## src/rtl/am_pkg.sv

```systemverilog
package am_pkg;
  localparam int BLK_W     = 66;
  localparam int MAX_LANES = 32;
  localparam logic [1:0] SYNC_CTRL = 2'b10;

  typedef logic [BLK_W-1:0] blk_t;

  function automatic logic [7:0] parity_fold(input blk_t b);
    logic [7:0] r;
    r = '0;
    for (int j = 0; j < BLK_W; j++) r[j % 8] = r[j % 8] ^ b[j];
    return r;
  endfunction

  function automatic logic [MAX_LANES*48-1:0] default_ids(input int lanes);
    logic [MAX_LANES*48-1:0] v;
    v = '0;
    for (int l = 0; l < MAX_LANES; l++)
      for (int n = 0; n < 6; n++)
        if (l < lanes) v[48*l+8*n +: 8] = 8'(8'hC1 ^ (l * 8'd37) ^ (n * 8'd91));
    return v;
  endfunction
endpackage

```

## src/rtl/am_sched.sv

```systemverilog
module am_sched #(
  parameter int LANES = 4,
  parameter int GAP   = 16383,
  localparam int LW   = (LANES > 1) ? $clog2(LANES) : 1,
  localparam int TOTAL = LANES * GAP,
  localparam int GW   = $clog2(TOTAL) + 1
) (
  input  logic          clk,
  input  logic          rst_n,
  input  logic          in_valid,
  output logic          mk_phase,
  output logic          beat,
  output logic [LW-1:0] lane
);
  localparam logic [LW-1:0] LAST_LANE = LW'(LANES - 1);
  localparam logic [GW-1:0] LAST_GAP  = GW'(TOTAL - 1);

  logic          mk_d;
  logic [LW-1:0] lane_d;
  logic [GW-1:0] gap_q, gap_d;

  assign beat = mk_phase | in_valid;

  always_comb begin
    mk_d   = mk_phase;
    lane_d = lane;
    gap_d  = gap_q;
    if (beat) begin
      lane_d = (lane == LAST_LANE) ? '0 : lane + 1'b1;
      if (mk_phase) begin
        if (lane == LAST_LANE) begin
          mk_d  = 1'b0;
          gap_d = '0;
        end
      end else if (gap_q == LAST_GAP) begin
        mk_d  = 1'b1;
        gap_d = '0;
      end else begin
        gap_d = gap_q + 1'b1;
      end
    end
  end

  always_ff @(posedge clk or negedge rst_n) begin
    if (!rst_n) begin
      mk_phase <= 1'b1;
      lane     <= '0;
      gap_q    <= '0;
    end else if (beat) begin
      mk_phase <= mk_d;
      lane     <= lane_d;
      gap_q    <= gap_d;
    end
  end

  logic [LW:0] mk_run;
  always_ff @(posedge clk or negedge rst_n) begin
    if (!rst_n) mk_run <= '0;
    else        mk_run <= mk_phase ? mk_run + 1'b1 : '0;
  end

  a_r2_group_len: assert property (@(posedge clk) disable iff (!rst_n)
    $fell(mk_phase) |-> mk_run == (LW+1)'(LANES));

  a_r9_idle_hold: assert property (@(posedge clk) disable iff (!rst_n)
    (!mk_phase && !in_valid) |=> ($stable(gap_q) && $stable(lane) && !mk_phase));

  a_r1_lane_range: assert property (@(posedge clk) disable iff (!rst_n)
    lane <= LAST_LANE);
endmodule

```

## src/rtl/am_parity_bank.sv

```systemverilog
module am_parity_bank #(
  parameter int LANES = 4,
  localparam int LW = (LANES > 1) ? $clog2(LANES) : 1
) (
  input  logic          clk,
  input  logic          rst_n,
  input  logic          beat,
  input  logic          is_marker,
  input  logic [LW-1:0] lane,
  input  am_pkg::blk_t  blk,
  output logic [7:0]    lane_par
);
  logic [7:0] acc [LANES];
  logic [7:0] fold;

  assign fold     = am_pkg::parity_fold(blk);
  assign lane_par = acc[lane];

  for (genvar g = 0; g < LANES; g++) begin : g_lane
    logic       hit;
    logic [7:0] acc_d;
    assign hit   = beat && (lane == LW'(g));
    assign acc_d = is_marker ? fold : (acc[g] ^ fold);
    always_ff @(posedge clk or negedge rst_n) begin
      if (!rst_n)   acc[g] <= '0;
      else if (hit) acc[g] <= acc_d;
    end
  end

  a_r4_marker_restart: assert property (@(posedge clk) disable iff (!rst_n)
    (beat && is_marker) |=> acc[$past(lane)] == $past(fold));
endmodule

```

## src/rtl/am_marker_fmt.sv

```systemverilog
module am_marker_fmt #(
  parameter int LANES = 4,
  parameter logic [LANES*48-1:0] MARKER_IDS = '0,
  localparam int LW = (LANES > 1) ? $clog2(LANES) : 1
) (
  input  logic [LW-1:0] lane,
  input  logic [7:0]    par,
  output am_pkg::blk_t  marker
);
  logic [47:0] ids;

  always_comb begin
    ids = '0;
    for (int l = 0; l < LANES; l++)
      if (lane == LW'(l)) ids = MARKER_IDS[48*l +: 48];
  end

  assign marker = {am_pkg::SYNC_CTRL,
                   ~par, ids[47:24], par, ids[23:0]};
endmodule

```

## src/rtl/am_inserter.sv

```systemverilog
module am_inserter #(
  parameter int LANES = 4,
  parameter int GAP   = 16383,
  parameter logic [LANES*48-1:0] MARKER_IDS = (LANES*48)'(am_pkg::default_ids(LANES))
) (
  input  logic        clk,
  input  logic        rst_n,
  input  logic        in_valid,
  output logic        in_ready,
  input  logic [65:0] in_block,
  output logic        out_valid,
  output logic [65:0] out_block
);
  localparam int LW = (LANES > 1) ? $clog2(LANES) : 1;

  logic rst_meta, rst_s;
  always_ff @(posedge clk or negedge rst_n) begin
    if (!rst_n) begin
      rst_meta <= 1'b0;
      rst_s    <= 1'b0;
    end else begin
      rst_meta <= 1'b1;
      rst_s    <= rst_meta;
    end
  end

  logic          mk_phase, beat;
  logic [LW-1:0] lane;
  logic [7:0]    lane_par;
  am_pkg::blk_t  marker, next_blk;

  am_sched #(.LANES(LANES), .GAP(GAP)) u_sched (
    .clk(clk), .rst_n(rst_s), .in_valid(in_valid),
    .mk_phase(mk_phase), .beat(beat), .lane(lane));

  am_marker_fmt #(.LANES(LANES), .MARKER_IDS(MARKER_IDS)) u_fmt (
    .lane(lane), .par(lane_par), .marker(marker));

  assign next_blk = mk_phase ? marker : in_block;

  am_parity_bank #(.LANES(LANES)) u_par (
    .clk(clk), .rst_n(rst_s), .beat(beat), .is_marker(mk_phase),
    .lane(lane), .blk(next_blk), .lane_par(lane_par));

  assign in_ready = rst_s && !mk_phase;

  logic out_is_mk;
  always_ff @(posedge clk or negedge rst_s) begin
    if (!rst_s) begin
      out_valid <= 1'b0;
      out_is_mk <= 1'b0;
    end else begin
      out_valid <= beat;
      out_is_mk <= mk_phase;
    end
  end

  always_ff @(posedge clk or negedge rst_s) begin
    if (!rst_s)    out_block <= '0;
    else if (beat) out_block <= next_blk;
  end

  a_r3_sync_hdr: assert property (@(posedge clk) disable iff (!rst_s)
    out_is_mk |-> out_block[65:64] == am_pkg::SYNC_CTRL);

  a_r5_complement: assert property (@(posedge clk) disable iff (!rst_s)
    out_is_mk |-> out_block[63:56] == ~out_block[31:24]);

  a_r7_pass: assert property (@(posedge clk) disable iff (!rst_s)
    (in_valid && in_ready) |=> (out_valid && !out_is_mk && out_block == $past(in_block)));

  a_r6_stall_fills: assert property (@(posedge clk) disable iff (!rst_s)
    !in_ready |=> out_valid);

  a_r8_reset_quiet: assert property (@(posedge clk)
    !rst_n |-> (!out_valid && !in_ready));
endmodule

```

## config.mk

```make
export PLATFORM = sky130hd
export DESIGN_NAME = am_inserter
export DESIGN_NICKNAME = d
export VERILOG_FILES = /design/src/rtl/am_pkg.sv /design/src/rtl/am_sched.sv /design/src/rtl/am_parity_bank.sv /design/src/rtl/am_marker_fmt.sv /design/src/rtl/am_inserter.sv
export SDC_FILE = /design/constraint.sdc
export NUM_CORES = 1
export LEC_CHECK = 0
export BUFFER_PORTS_ARGS = -buffer_cell sky130_fd_sc_hd__buf_2
export CORE_UTILIZATION = 50
export CTS_CLUSTER_DIAMETER = 200
export DETAILED_ROUTE_END_ITERATION = 6
export PLACE_DENSITY = 0.77
export SYNTH_ARGS = -nofsm -noshare
export SYNTH_HDL_FRONTEND = slang
export SYNTH_SLANG_ARGS = --single-unit
```

## constraint.sdc

```tcl
create_clock -name clk -period 4.1 [get_ports clk]
set_clock_uncertainty 0.05 [all_clocks]
set_input_delay 1.23 -clock clk [delete_from_list [all_inputs] [get_ports clk]]
set_output_delay 1.23 -clock clk [all_outputs]
set_load 0.1 [all_outputs]
```

==> impl_metrics.csv <==
group,metric,value,unit
power,ir_worst_vdd,0.327,mV
floorplan,ioPinCount,137,
sta,rsz0062_at_grt,"false",
layout,nFillCells,1009,
power,p_int,2990,uW
sta,finalCriticalPeriod,2.89,ns
floorplan,dieArea,0.0136,mm^2
clocking,clock_path_buffers,2,
yosys,syn-cell-area,0.00656,mm^2
yosys,ys_seq_elements,121,
layout,fin_area,0.00799,mm^2
hold_path,hold_class,"flop to flop",
clocking,cts_buffers,17,
routing,via_per_inst,5.87,
clocking,clk_latency,0.41,ns
yosys,synth_edf_count,0,
worst_setup_path,worst_r2r_startpoint,"u_sched.lane[1]$_DFFE_PN0N_",
clocking,clkSinkCount,121,
power,p_leak,0.00365,uW
global_route,antenna_found_initial,0,
yosys,ys_async_sr_fraction,100,%
worst_setup_path,cp_max_fo,12,
worst_setup_path,crit_family,"simple AND/OR/NAND/NOR gates",
yosys,synth_top_flop_cell,"dfrtp_1",
yosys,synth_cells,643,
clocking,cts-root-buf,"clkbuf_16",
worst_setup_path,critPathSlowestCell,"dfrtp_1",
global_route,overflow,0,
clocking,postCtsResizedCells,0,
yosys,synth_area_leaders,"dfrtp_1, mux2i_1, xnor2_1, a21oi_1, o21ai_0",
yosys,synthesis.nets,719,
placed_design,detailed_place.area,0.00739,mm^2
routing,vias,5614,
placed_design,gp_congestion,0.840,
power,combPwrFrac,35.6,%
worst_setup_path,cp.arrival,3.12,ns
routing,drt_iter0_markers,538,
routing,totalWireLength,17300,um
power,p_sw,1960,uW
global_route,grt_use_total,26.1,%
floorplan,core,0.0127,mm^2
worst_setup_path,endpoint_kind,"flop",
routing,drc,0,
sta,hold_viol,0,
floorplan,rows,41,
power,p_seq_share,34.2,%
sta,worst_pin_slew,0.927,ns
global_route,grt_pass1_wl,26800,um
power,p_per_area,619,mW/mm^2
sta,min_period_over_period,70.4,%
sta,finalMaxSlewViolations,0,
layout,drive_above_1_share,27.0,%
floorplan,start_util,51.6,%
placed_design,dp_hpwl,12000,um
worst_setup_path,cpPeakStageDelay,0.71,ns
floorplan,die_x,117,um
hold_path,hold_path.startpoint,"rst_meta$_DFF_PN0_",
clocking,cts_tree,"done",
floorplan,fp.dieH,117,um
yosys,synth_seq_area_share,46.2,%
sta,max-slew-margin-rel,38.2,%
sta,setup_viol,0,
worst_setup_path,rrSetupSlack,1.21,ns
clocking,postCtsSetupRepairBufs,0,
yosys,synth_cell_types,64,
worst_setup_path,crit_chain,"ha_1 > buf_4 > a21oi_2 > nand4b_1 > nor3_1 > xnor2_1 > nor2_1",
clocking,htreeDepth,4,
yosys,synth.largest_area_cell,"dfrtp_1",
layout,area_growth,21.8,%
yosys,avgSynthCellArea,10.2,um^2
global_route,grt_pass1_vias,5365,
worst_setup_path,crit_start,"u_sched.lane[1]$_DFFE_PN0N_",
power,clock_power_share,30.2,%
worst_setup_path,worst_setup_path_start_kind,"flop",
global_route,grt_max_degree,71,
yosys,netlist.area_leader.share,45.8,%
routing,drtAntennaViolNets,0,
outcome,status,"completed",
worst_setup_path,cp.required,4.33,ns
sta,tns,0,ns
routing,wl_per_cell,18.1,um
worst_setup_path,worst-path-buf-inv,1,
routing,first_pass_iters,5,
power,p_sw_share,39.6,%
layout,nNetsFinal,847,
worst_setup_path,critPathKind,"flop to flop",
run,maxCapViolCount,0,
yosys,ys_warn_count,0,
clocking,cts.clk_slew.worst_paths,0.06,ns
placed_design,numPortBuffers,136,
layout,antenna_cells,0,
clocking,hold_buffers,0,
sta,max_clock_freq,346,MHz
[logic make-up after synthesis]
group | after synthesis | share of synthesized area, %
XOR/XNOR | 62 | 10.7
AO/OA/AOI/OAI | 185 | 16.7
buffers and inverters | 50 | 3.07
multiplexers | 58 | 10.4
AND/OR/NAND/NOR | 159 | 11.5
other | 1 | 0.0571
adder cells (fa/ha/maj) | 7 | 1.33
flip-flops | 121 | 46.2
[flip-flops by register name, summed over array words and instances (netlist names)]
register / count
out_block: 66
out_valid: 1
rst_meta: 1
rst_s: 1
u_par.acc: 32
u_sched.gap_q: 17
u_sched.lane: 2
u_sched.mk_phase: 1
[synth_stat cells, types with 3 or more instances]
master	instances
nor3_2	3
nor3_1	3
o22ai_1	5
o22a_1	3
a21oi_1	63
mux4_2	8
ha_1	7
o21ai_2	3
buf_2	8
nand2_1	50
buf_1	5
o21ai_0	63
o31ai_1	5
or3_1	5
nor2_1	52
a311o_1	4
nor4_1	3
dfrtp_1	120
xnor2_1	42
inv_1	11
clkbuf_1	25
nand3_1	16
xor2_1	7
and2_1	5
nand4_1	3
a31oi_1	12
a21boi_0	12
xnor3_1	6
mux2i_1	48
nor2b_1	5
xnor2_2	3
[cell usage in the layout (no fill, tap or decap), types with 4 or more instances in the layout]
master      count
buf_2         136
dfrtp_1       119
o21ai_0        63
a21oi_1        63
nor2_1         52
nand2_1        50
mux2i_1        48
xnor2_1        42
clkbuf_16      17
nand3_1        16
a21boi_0       12
a31oi_1        12
buf_4          12
inv_1          10
mux4_2          8
xor2_1          7
ha_1            7
xnor3_1         6
and2_1          5
o31ai_1         5
or3_1           5
o22ai_1         5
clkinv_2        5
clkinvlp_4      5
nor2b_1         4
a311o_1         4
[metal layers]
layer,track usage (%),vias to the layer above,share of wire [%]
li1,-,2536,-
met5,0,-,0
met3,5.50,47,7.1
met1,33.5,2760,42
met4,13.8,0,3.0
met2,41.7,271,48
[layout make-up]
cell class	instances	area (um^2)	share of cell area, %
clock buffers	19	443	5.54
inverters	11	41.3	0.517
repair buffers	148	771	9.65
well taps	172	215	2.69
flip-flops and latches	121	3030	38.0
clock inverters	13	153	1.91
multi-input cells	472	3330	41.7
[path summary, 6_finish.rpt]
kind / endpoint / cells past startpoint
max in group asynchronous: out_block[48]$_DFFE_PN0N_ / 2
worst max-delay path: u_sched.gap_q[14]$_DFFE_PN0P_ / 7
min in group asynchronous: u_sched.gap_q[7]$_DFFE_PN0P_ / 1
worst min register to register: rst_s$_DFF_PN0_ / 0
worst min-delay path: rst_s$_DFF_PN0_ / 0
worst max register to register: u_sched.gap_q[14]$_DFFE_PN0P_ / 7
[power by group through the flow]
| stage | logic (uW) | registers (uW) | clock network [uW] |
|---|---|---|---|
| finish | 1760 | 1690 | 1500 |
| global route | 1890 | 1720 | 1570 |
| CTS | 1760 | 1680 | 1510 |
| detailed placement | 1740 | 1700 | 0 |
| global placement | 1690 | 1680 | 0 |
| floorplan | 891 | 2150 | 0 |
[stage by stage]
stage	hold slack (ns)	power [uW]	cells	utilization [%]	setup slack, ns
floorplan	0.281	3050	643	-	0.0269
global placement	0.291	3360	924	58.1	1.03
detailed placement	0.293	3440	924	58.1	0.956
CTS	0.305	4950	956	62.8	1.24
global route	0.315	5180	956	62.8	1.01
finish	0.304	4950	956	62.8	1.21
Power figures use the tool's default switching activity.
